`config.mk`:
```
export PLATFORM = sky130hd
export DESIGN_NAME = i2c_irq_status
export DESIGN_NICKNAME = d
export VERILOG_FILES = /design/src/rtl/i2c_stat_pkg.sv /design/src/rtl/i2c_rst_sync.sv /design/src/rtl/i2c_flag_cell.sv /design/src/rtl/i2c_stat_bus.sv /design/src/rtl/i2c_irq_qual.sv /design/src/rtl/i2c_irq_status.sv
export SDC_FILE = /design/constraint.sdc
export NUM_CORES = 1
export LEC_CHECK = 0
export BUFFER_PORTS_ARGS = -buffer_cell sky130_fd_sc_hd__buf_2
export CAP_MARGIN = 20
export CORE_MARGIN = 2
export CORE_UTILIZATION = 44
export CTS_CLUSTER_SIZE = 8
export DETAILED_ROUTE_END_ITERATION = 12
export GPL_TIMING_DRIVEN = 0
export PLACE_DENSITY = 0.86
export SETUP_SLACK_MARGIN = 0.05
export SYNTH_ARGS = -nofsm -noshare
export SYNTH_HDL_FRONTEND = slang
export SYNTH_SLANG_ARGS = --single-unit
```
`constraint.sdc`:
```
create_clock -name clk -period 1.7 [get_ports clk]
set_clock_uncertainty 0.1 [all_clocks]
set_input_delay 0.255 -clock clk [delete_from_list [all_inputs] [get_ports clk]]
set_output_delay 0.255 -clock clk [all_outputs]
set_load 0.1 [all_outputs]
```
`src/rtl/i2c_stat_pkg.sv`:
```
package i2c_stat_pkg;

  localparam int STAT_W = 8;

  // Flag byte, MSB first; the bit order is what software decodes.
  typedef struct packed {
    logic txe;
    logic rxf;
    logic ahit;
    logic gcall;
    logic dir;
    logic alost;
    logic stopd;
    logic nackd;
  } stat_t;

  // Indices of the event flags kept in the flag-cell array.
  localparam int EV_RXF   = 0;
  localparam int EV_AHIT  = 1;
  localparam int EV_ALOST = 2;
  localparam int EV_STOPD = 3;
  localparam int EV_NACKD = 4;
  localparam int EV_NUM   = 5;

endpackage

```
`src/rtl/i2c_rst_sync.sv`:
```
module i2c_rst_sync #(
  parameter int STAGES = 2
) (
  input  logic clk,
  input  logic rst_n,
  output logic rst_sync_n
);

  logic [STAGES-1:0] sync_q;
  logic [STAGES-1:0] sync_d;

  always_comb begin
    sync_d = {sync_q[STAGES-2:0], 1'b1};
  end

  always_ff @(posedge clk or negedge rst_n) begin
    if (!rst_n) begin
      sync_q <= '0;
    end else begin
      sync_q <= sync_d;
    end
  end

  assign rst_sync_n = sync_q[STAGES-1];

endmodule

```
`src/rtl/i2c_flag_cell.sv`:
```
// One event flag: cleared while disabled, set priority over clear.
module i2c_flag_cell (
  input  logic clk,
  input  logic rst_n,
  input  logic enable,
  input  logic set_ev,
  input  logic clr_ev,
  output logic flag_q
);

  logic flag_d;

  always_comb begin
    flag_d = flag_q;
    if (!enable) begin
      flag_d = 1'b0;
    end else if (set_ev) begin
      flag_d = 1'b1;
    end else if (clr_ev) begin
      flag_d = 1'b0;
    end
  end

  always_ff @(posedge clk or negedge rst_n) begin
    if (!rst_n) begin
      flag_q <= 1'b0;
    end else begin
      flag_q <= flag_d;
    end
  end

endmodule

```
`src/rtl/i2c_stat_bus.sv`:
```
// CPU strobe decode and registered read-data port.
module i2c_stat_bus #(
  parameter int ADDR_W    = 4,
  parameter int STAT_ADDR = 1,
  parameter int DATA_ADDR = 0
) (
  input  logic              clk,
  input  logic              rst_n,
  input  logic [ADDR_W-1:0] cpu_addr,
  input  logic              cpu_wr,
  input  logic              cpu_rd,
  input  logic [7:0]        status,
  output logic              data_wr,
  output logic              data_rd,
  output logic              stat_rd,
  output logic [7:0]        cpu_rdata
);

  localparam logic [ADDR_W-1:0] STAT_A = STAT_ADDR[ADDR_W-1:0];
  localparam logic [ADDR_W-1:0] DATA_A = DATA_ADDR[ADDR_W-1:0];

  logic       hit_stat;
  logic       hit_data;
  logic       rdata_en;
  logic [7:0] rdata_d;

  always_comb begin
    hit_stat = (cpu_addr == STAT_A);
    hit_data = (cpu_addr == DATA_A);
    data_wr  = cpu_wr && hit_data;
    data_rd  = cpu_rd && hit_data;
    stat_rd  = cpu_rd && hit_stat;
    rdata_en = cpu_rd;
    rdata_d  = stat_rd ? status : 8'h00;
  end

  always_ff @(posedge clk or negedge rst_n) begin
    if (!rst_n) begin
      cpu_rdata <= 8'h00;
    end else if (rdata_en) begin
      cpu_rdata <= rdata_d;
    end
  end

endmodule

```
`src/rtl/i2c_irq_qual.sv`:
```
// Interrupt qualification: TXE request masked during certain shift phases.
module i2c_irq_qual #(
  parameter int EV_N = 5
) (
  input  logic            txe,
  input  logic            dir,
  input  logic            shift_rx,
  input  logic            shift_addr,
  input  logic [EV_N-1:0] ev_flags,
  output logic            irq
);

  logic txe_mask;
  logic txe_req;

  always_comb begin
    txe_mask = shift_rx || (shift_addr && dir);
    txe_req  = txe && !txe_mask;
    irq      = txe_req || (|ev_flags);
  end

endmodule

```
`src/rtl/i2c_irq_status.sv`:
```
module i2c_irq_status
  import i2c_stat_pkg::*;
#(
  parameter int ADDR_W    = 4,
  parameter int STAT_ADDR = 1,
  parameter int DATA_ADDR = 0,
  parameter int SYNC_STG  = 2
) (
  input  logic              clk,
  input  logic              rst_n,
  input  logic              ctl_en,
  input  logic              master_mode,
  input  logic [ADDR_W-1:0] cpu_addr,
  input  logic              cpu_wr,
  input  logic              cpu_rd,
  output logic [7:0]        cpu_rdata,
  input  logic              eng_tx_load,
  input  logic              eng_rx_done,
  input  logic              eng_addr_hit,
  input  logic              eng_addr_first,
  input  logic              eng_gen_call,
  input  logic              eng_dir_bit,
  input  logic              eng_bit_sample,
  input  logic              eng_sda_drive_hi,
  input  logic              eng_sda_line,
  input  logic              eng_stop_seen,
  input  logic              eng_nack,
  input  logic              eng_shift_rx,
  input  logic              eng_shift_addr,
  output logic              irq
);

  logic              rst_ln;
  logic              data_wr;
  logic              data_rd;
  logic              stat_rd;
  logic              pend_q;
  logic              pend_d;
  logic [1:0]        hdr_q;
  logic [1:0]        hdr_d;
  logic [EV_NUM-1:0] ev_set;
  logic [EV_NUM-1:0] ev_clr;
  logic [EV_NUM-1:0] ev_q;
  stat_t             stat_s;
  logic [7:0]        stat_w;

  i2c_rst_sync #(.STAGES(SYNC_STG)) u_rst_sync (
    .clk        (clk),
    .rst_n      (rst_n),
    .rst_sync_n (rst_ln)
  );

  i2c_stat_bus #(
    .ADDR_W    (ADDR_W),
    .STAT_ADDR (STAT_ADDR),
    .DATA_ADDR (DATA_ADDR)
  ) u_bus (
    .clk       (clk),
    .rst_n     (rst_ln),
    .cpu_addr  (cpu_addr),
    .cpu_wr    (cpu_wr),
    .cpu_rd    (cpu_rd),
    .status    (stat_w),
    .data_wr   (data_wr),
    .data_rd   (data_rd),
    .stat_rd   (stat_rd),
    .cpu_rdata (cpu_rdata)
  );

  // Transmit holding state: a CPU write beats an engine load.
  always_comb begin
    pend_d = pend_q;
    if (!ctl_en) begin
      pend_d = 1'b0;
    end else if (data_wr) begin
      pend_d = 1'b1;
    end else if (eng_tx_load) begin
      pend_d = 1'b0;
    end
  end

  always_ff @(posedge clk or negedge rst_ln) begin
    if (!rst_ln) begin
      pend_q <= 1'b0;
    end else begin
      pend_q <= pend_d;
    end
  end

  // Transaction header bits: {general call, direction}.
  always_comb begin
    hdr_d = hdr_q;
    if (!ctl_en) begin
      hdr_d = 2'b00;
    end else if (eng_addr_first) begin
      hdr_d = {(!master_mode && eng_gen_call), eng_dir_bit};
    end
  end

  always_ff @(posedge clk or negedge rst_ln) begin
    if (!rst_ln) begin
      hdr_q <= 2'b00;
    end else begin
      hdr_q <= hdr_d;
    end
  end

  // Event flag set and clear terms.
  always_comb begin
    ev_set           = '0;
    ev_clr           = '0;
    ev_set[EV_RXF]   = eng_rx_done;
    ev_clr[EV_RXF]   = data_rd;
    ev_set[EV_AHIT]  = !master_mode && eng_addr_hit;
    ev_clr[EV_AHIT]  = stat_rd;
    ev_set[EV_ALOST] = master_mode && eng_bit_sample && eng_sda_drive_hi && !eng_sda_line;
    ev_clr[EV_ALOST] = stat_rd;
    ev_set[EV_STOPD] = eng_stop_seen;
    ev_clr[EV_STOPD] = stat_rd;
    ev_set[EV_NACKD] = eng_nack;
    ev_clr[EV_NACKD] = stat_rd;
  end

  for (genvar g = 0; g < EV_NUM; g++) begin : g_ev
    i2c_flag_cell u_cell (
      .clk    (clk),
      .rst_n  (rst_ln),
      .enable (ctl_en),
      .set_ev (ev_set[g]),
      .clr_ev (ev_clr[g]),
      .flag_q (ev_q[g])
    );
  end

  always_comb begin
    stat_s.txe   = ctl_en && !pend_q;
    stat_s.rxf   = ev_q[EV_RXF];
    stat_s.ahit  = ev_q[EV_AHIT];
    stat_s.gcall = hdr_q[1];
    stat_s.dir   = hdr_q[0];
    stat_s.alost = ev_q[EV_ALOST];
    stat_s.stopd = ev_q[EV_STOPD];
    stat_s.nackd = ev_q[EV_NACKD];
    stat_w       = stat_s;
  end

  i2c_irq_qual #(.EV_N(EV_NUM)) u_irq (
    .txe        (stat_s.txe),
    .dir        (stat_s.dir),
    .shift_rx   (eng_shift_rx),
    .shift_addr (eng_shift_addr),
    .ev_flags   (ev_q),
    .irq        (irq)
  );

endmodule

```
---- After elaboration in Yosys (flattened, before gate mapping) ----
Index checks and enable logic that the tools add are counted.
cells by class
  equality and inequality tests ........... 8
  multiplexer cells ....................... 18
  reduce and logical (&&, ||, !) cells .... 19
operators with widths
  cell                count
  $ne 3x1->1 const B  6
  $mux 1              15
  $logic_and 1x1->1   11
  $mux 8              1
  $reduce_or 5->1     1
  $eq 4x1->1 const B  1
  $logic_not 1->1     4
  $logic_not 4->1     1
  $mux 2              2
  $logic_or 1x1->1    2
  $ne 2x1->1 const B  1
word-level totals
  logic and storage cells ................. 54
  output and inout bits ................... 9
  flip-flop bits (word level) ............. 18
  bits of input ports ..................... 23

---- Longest topological paths before layout ----
Gate-level depths: netlist of the first run.
  word-level depth ........................ 5
  gate-level depth with buffers ........... 4
  depth with buffers taken out ............ 3

---- By module ----
From an unflattened synthesis of the first run, not the netlist that was laid out.
second synthesis, totals
  cells, all modules ...................... 59
  area total of the unflattened synthesis .. 804.5 um^2
by module, submodules not included
  module          instances  sequential area each (um^2)  area an instance (um^2)  cells an instance
  i2c_stat_bus    1          200.2                        346.6                    24
  i2c_flag_cell   5          25.0                         46.3                     3
  i2c_irq_status  1          75.1                         147.6                    13
  i2c_rst_sync    1          50.0                         53.8                     3
  i2c_irq_qual    1          0.0                          25.0                     4

---- Worst setup path before layout of the first run ----
OpenSTA, ideal clock, no wires.
  path kind ............................... reg-to-output
  start ................................... register g_ev[3].u_cell.flag_q
  end ..................................... output port irq
  path buffers ............................ 0
  required time ........................... 1345 ps
  stages on the path, launching flop included .. 3
  slack ................................... -103 ps
  arrival time ............................ 1448 ps
  cell sequence ........................... dfrtp_1 or4_1 a211o_1
between the ends
  longest elaborated chain between the ends .. 2
ends and longest elaborated chain
  what                    line                  text
  start, declared         i2c_flag_cell.sv:8    output logic flag_q
  start signal, assigned  i2c_flag_cell.sv:28   flag_q <= flag_d;
  $reduce_or 5->1         i2c_irq_qual.sv:19    irq = txe_req || (|ev_flags);
  $logic_or 1x1->1        i2c_irq_qual.sv:19
  end, declared           i2c_irq_status.sv:30  output logic irq
No other way between the ends.

---- Worst setup path after layout of the first run ----
Ends and elaborated chain as after synthesis.

==> run summary, run 1 <==
Drt pass-1 iters - 4
WS Path Type - reg2out
TritonCTS Sinks - 18
Root Driver - clkbuf_4
Final hold vios - 0
Final worst-path cycle share - 1.196
CTS buffer count - 3
Mapped cell area - 725.7 um2
Fill count - 123
TritonCTS clock tree - built
P_sw - 209.2 uW
Post-DP Area - 909.6 um2
Fmax - 491.9 MHz
Ys Warns - 0
EDFF count, synth - 0
Clk_lat worst skew - 290 ps
Startpoint type of the worst setup path - flop
Core area - 0.001524 mm2
Post-synth ARST share - 1.000
CP max stage delay - 530 ps
Combinational Power Share - 0.159
CP endpoint kind - output pin
IO Pins - 32
FF+latch count, synth - 18
Final WS setup - -333.1 ps
Gr ovfl total - 0
Average vias per placed instance - 5.435
GRT Total Usage - 0.1776
Die Span Y - 44.61 um
# port buffers - 31
Post-Synthesis Cells - 62
H-tree levels - 1
Final setup viols - 1
Sw Share - 0.2647
DR DRC count - 0
Reg power frac - 0.584
Syn Nets - 85
WL per Instance - 13.13 um
Antenna diodes - 0
Area Overhead vs Synth - 34.48%
Final Net Count - 124
Die width - 44.61 um
Worst-path fanout max - 2
CP max-delay cell - or4_4
Seq/Total Area, Yosys - 0.6207
Synth Flop Type - dfrtp_1
Vias - 625
Number of global-route vias before repair - 633
FP Rows - 14
Worst EP required - 1340 ps
Pin count of the biggest net entering global routing - 17
Max Buffers Root-to-Sink - 2
Die area - 0.001990 mm2
First-pass GRT wire length - 2.553 mm
Layout cells sized above 1 - 0.4242
Commonest non-fill, non-tap cell in the layout - buf_2
Placed cell count - 109
Remaining antenna violation count - 0
CP arrival - 1680 ps
VDD IR max - 0.5429 mV
RSZ-0062 raised after global routing - true
Internal Power - 581.2 uW
Final worst path period need - 2033 ps
Power per cell area - 809.9 mW/mm2
Max-Cap Viols - 0
Post-synthesis cell type count - 22
Starting density of the core - 0.4762
Slew margin rel. - 0.5974
RePlAce Congestion - 0.8340
CTS clock-pin slew for the worst setup and hold paths - 90 ps
Drt first-iter violations - 11
Failing checks - setup timing
Clock Power Share - 0.257
Pleak - 0.0005140 uW
Routed wire length - 1.510 mm
Avg Inst Size Synth - 11.70 um2
Commonest non-fill, non-tap cells in the layout - buf_2 (32), dfrtp_1 (18), nand2_1 (9), a22o_1 (6), o21ai_0 (5)
Post-route cell area - 975.9 um2
Status - complete, but fails checks
Least-Margin Pin Slew - 603.9 ps
Sequence of cells on the critical path - or4_4, a211o_4, buf_12
Antenna violations before repair - 0
Hold Crit Class - in2reg
Final non-filler cell total - 115
Count of final max-slew check failures - 0
Fin Setup TNS - -333.1 ps
-- state kept, by name (all words and copies together) (netlist names) --
signal              cells
u_rst_sync.sync_q       2
u_bus.cpu_rdata         8
hdr_q                   2
g_ev.u_cell.flag_q      5
pend_q                  1
-- power groups by stage --
stage | Combinational, uW | Sequential (uW) | Clock (uW)
6_report | 126 | 461 | 203
5_1_grt | 136 | 465 | 229
4_1_cts | 122 | 462 | 205
3_5_place_dp | 106 | 470 | 0
3_3_place_gp | 105 | 469 | 0
2_1_floorplan | 48.3 | 484 | 0
-- area by class of cell --
cell class                      count  area, um2  share of cell area
Timing Repair Buffer               34      195.2              0.2000
Multi-Input combinational cell     39      266.5              0.2731
Inverter                            3      11.26             0.01154
Sequential cell                    18      450.4              0.4615
Buffer                              2      10.01             0.01026
Clock buffer                        3      22.52             0.02308
Tap cell                           16      20.02             0.02051
-- cells in the mapped netlist, drive strengths merged, types with 2 or more instances --
library cell / count / area, um2
nand3b: 3 / 22.52
nand2: 9 / 33.78
o21ai: 5 / 25.02
inv: 3 / 11.26
nor4: 2 / 18.77
dfrtp: 18 / 450.4
a22o: 7 / 62.56
nor2b: 2 / 12.51
buf: 2 / 10.01
-- kinds of logic after synthesis --
family                 after synthesis  synth area share
buffers and inverters                5           0.02931
multiplexers                         1           0.01379
other                                1          0.005167
flip-flops                          18            0.6207
AND/OR/NAND/NOR                     21            0.1655
AO/OA/AOI/OAI                       16            0.1655
-- repair_timing --
item | 4_1_cts | 5_1_grt
hold buffers | 1 | 0
setup endpoints to repair | 1 | 1
hold endpoints to repair | 2 | 0
gates resized for setup | 5 | 0
buffers inserted | 1 | 1
-- metrics by stage --
| stage | total power [uW] | util | hold slack, ps | setup slack [ps] |
|---|---|---|---|---|
| after floorplan | 532.8 | - | -140.6 | 45.71 |
| after global placement | 574.1 | 0.5969 | -60.81 | -121.8 |
| final | 790.4 | 0.6404 | 66.92 | -333.1 |
| after global routing | 830.0 | 0.6404 | 80.96 | -375.8 |
| after CTS | 789.1 | 0.6355 | 64.82 | -330.6 |
| after detailed placement | 576.6 | 0.5969 | -58.56 | -130.3 |
-- critical path: cells and delay by family, from the launching register on --
family,cells,cell delay [ps]
buf+inv,1,170
flops,1,400
simple gates,1,530
compound gates,1,290
-- per-layer routing --
| layer | GRT usage | part of all wire | up-vias |
|---|---|---|---|
| li1 | - | - | 298 |
| met1 | 0.2073 | 0.42 | 305 |
| met2 | 0.2957 | 0.51 | 20 |
| met3 | 0.07755 | 0.064 | 2 |
| met4 | 0.04848 | 0.0066 | 0 |
| met5 | 0 | 0 | - |
-- final timing paths --
kind                                                         from                                 to  slack (ps)  cells after the start
worst min register to register     u_rst_sync.sync_q[1]$_DFF_PN0_  g_ev[3].u_cell.flag_q$_DFFE_PN0P_         150                      0
worst max register to register  g_ev[3].u_cell.flag_q$_DFFE_PN0P_     u_bus.cpu_rdata[1]$_DFFE_PN0P_         610                      3
max in group asynchronous          u_rst_sync.sync_q[1]$_DFF_PN0_  g_ev[0].u_cell.flag_q$_DFFE_PN0P_         960                      0
min in group asynchronous          u_rst_sync.sync_q[1]$_DFF_PN0_  g_ev[3].u_cell.flag_q$_DFFE_PN0P_         150                      0
worst max-delay path            g_ev[3].u_cell.flag_q$_DFFE_PN0P_                                irq        -330                      3
worst min-delay path                                     eng_nack  g_ev[4].u_cell.flag_q$_DFFE_PN0P_          70                      3
Power figures use the tool's default switching activity.
==> run 2, diff against run 1 <==
--- a/config.mk
+++ b/config.mk
@@ -8,11 +8,12 @@
 export BUFFER_PORTS_ARGS = -buffer_cell sky130_fd_sc_hd__buf_2
 export CAP_MARGIN = 20
 export CORE_MARGIN = 2
-export CORE_UTILIZATION = 44
+export CORE_UTILIZATION = 40
+export CTS_BUF_LIST = sky130_fd_sc_hd__clkbuf_8 sky130_fd_sc_hd__clkbuf_16
 export CTS_CLUSTER_SIZE = 8
 export DETAILED_ROUTE_END_ITERATION = 12
 export GPL_TIMING_DRIVEN = 0
-export PLACE_DENSITY = 0.86
+export PLACE_DENSITY = 0.8
 export SETUP_SLACK_MARGIN = 0.05
 export SYNTH_ARGS = -nofsm -noshare
 export SYNTH_HDL_FRONTEND = slang
==> run summary, run 2 (synthesized netlist as in run 1, its figures left out) <==
CP bufs+invs - 1
Pleak - 0.0005339 uW
CTS clock-pin slew for the worst setup and hold paths - 70 ps
Hold WS - 125.7 ps
CTS buffer count - 3
Antenna violations before repair - 0
Clk_lat worst skew - 250 ps
Vias - 626
TritonCTS Sinks - 18
CP arrival - 1630 ps
Combinational Power Share - 0.141
VDD IR max - 0.4993 mV
IO Pins - 32
Die width - 46.60 um
Final WS setup - -285.6 ps
Sequence of cells on the critical path - or4_4, a211o_4, buf_12
Final setup viols - 1
P_sw - 227.6 uW
Final worst path period need - 1986 ps
Failing checks - setup timing
DR DRC count - 0
Max-Cap Viols - 0
Top reg by flops - u_bus.cpu_rdata
Drt first-iter violations - 16
Startpoint type of the worst setup path - flop
Pin count of the biggest net entering global routing - 17
CP max stage delay - 540 ps
Commonest non-fill, non-tap cell in the layout - buf_2
Average vias per placed instance - 4.968
Hold Crit Class - in2reg
Final hold vios - 0
Worst EP required - 1340 ps
Die area - 0.002171 mm2
Count of final max-slew check failures - 0
HPWL Detailed - 1.223 mm
Least-Margin Pin Slew - 610.5 ps
FP Rows - 15
Root Driver - clkbuf_8
Starting density of the core - 0.4249
Die Span Y - 46.60 um
Internal Power - 707.1 uW
First-pass GRT wire length - 2.635 mm
Area Overhead vs Synth - 41.55%
Total power - 934.7 uW
Storage element area - 450.4 um2
Dpl ws - -144.3 ps
TritonCTS clock tree - built
Layout cells sized above 1 - 0.4356
Sw Share - 0.2435
Reg power frac - 0.495
Fmax - 503.6 MHz
Slew margin rel. - 0.5930
Final Net Count - 125
Antenna diodes - 0
Fin Setup TNS - -285.6 ps
Delay-heaviest family, CP - simple AND/OR/NAND/NOR gates
Worst-path fanout max - 2
GRT Total Usage - 0.1775
Remaining antenna violation count - 0
Routed wire length - 1.675 mm
Max Buffers Root-to-Sink - 2
WS Path Type - reg2out
Fill count - 130
Power per cell area - 910.0 mW/mm2
Gr ovfl total - 0
Number of global-route vias before repair - 620
Top Registers - u_bus.cpu_rdata (8), g_ev.u_cell.flag_q (5)
Status - complete, but fails checks
CP endpoint kind - output pin
Max reg flops - 8
WL per Instance - 13.29 um
Multi-input logic area - 266.5 um2
Clock Power Share - 0.365
RSZ-0062 raised after global routing - true
CP max-delay cell - or4_4
Core area - 0.001708 mm2
# port buffers - 31
Final worst-path cycle share - 1.168
Commonest non-fill, non-tap cells in the layout - buf_2 (32), dfrtp_1 (18), nand2_1 (9), a22o_1 (6), o21ai_0 (5)
RePlAce Congestion - 0.7391
H-tree levels - 1
Drt pass-1 iters - 4
[run 2: area by class of cell]
cell class                      instances  area share
Sequential cell                        18      0.4385
Clock buffer                            4     0.05359
Timing Repair Buffer                   35      0.1973
Inverter                                3     0.01096
Multi-Input combinational cell         39      0.2594
Buffer                                  2    0.009744
Tap cell                               25     0.03045
[run 2: timing repair]
| action | CTS | global route |
|---|---|---|
| endpoints found under the hold margin | 2 | 0 |
| pin swaps | 0 | 1 |
| setup endpoints to repair | 1 | 1 |
| buffers inserted | 2 | 1 |
| gates resized for setup | 5 | 0 |
| hold buffers | 1 | 0 |
[run 2: worst paths after layout]
| path | depth (start not counted) | end | slack [ps] | start |
|---|---|---|---|---|
| max | 3 | irq | -290 | g_ev[4].u_cell.flag_q$_DFFE_PN0P_ |
| min | 3 | g_ev[3].u_cell.flag_q$_DFFE_PN0P_ | 130 | eng_stop_seen |
| max reg2reg | 3 | u_bus.cpu_rdata[0]$_DFFE_PN0P_ | 650 | g_ev[4].u_cell.flag_q$_DFFE_PN0P_ |
| min reg2reg | 0 | g_ev[1].u_cell.flag_q$_DFFE_PN0P_ | 150 | u_rst_sync.sync_q[1]$_DFF_PN0_ |
| max in group asynchronous | 0 | g_ev[4].u_cell.flag_q$_DFFE_PN0P_ | 950 | u_rst_sync.sync_q[1]$_DFF_PN0_ |
| min in group asynchronous | 0 | g_ev[1].u_cell.flag_q$_DFFE_PN0P_ | 150 | u_rst_sync.sync_q[1]$_DFF_PN0_ |
[run 2: layer usage]
metal  routed length, um  vias up  track usage
li1                    -      298            -
met1                 709      306       0.2060
met2                 859       18       0.3000
met3                  75        4      0.03529
met4                  31        0       0.1029
met5                   0        -            0
[run 2: stage by stage]
| stage | instance area (um2) | utilization | instances |
|---|---|---|---|
| 2_1_floorplan | 734.5 | - | 62 |
| 3_3_place_gp | 920.9 | 0.5392 | 118 |
| 3_5_place_dp | 920.9 | 0.5392 | 118 |
| 4_1_cts | 1020 | 0.5971 | 125 |
| 5_1_grt | 1027 | 0.6015 | 126 |
| 6_report | 1027 | 0.6015 | 126 |
[run 2: power groups by stage]
stage	Clock (uW)	Combinational, uW	Sequential (uW)
floorplan	0	48.3	484
global placement	0	105	469
detailed placement	0	107	471
CTS	343	128	462
global route	361	140	465
finish	341	132	462
[run 2: tightest hold or removal path, delay by kind of cell]
family          cells  cell delay [ps]
compound gates      1               60
buf+inv             1               80
simple gates        1               40
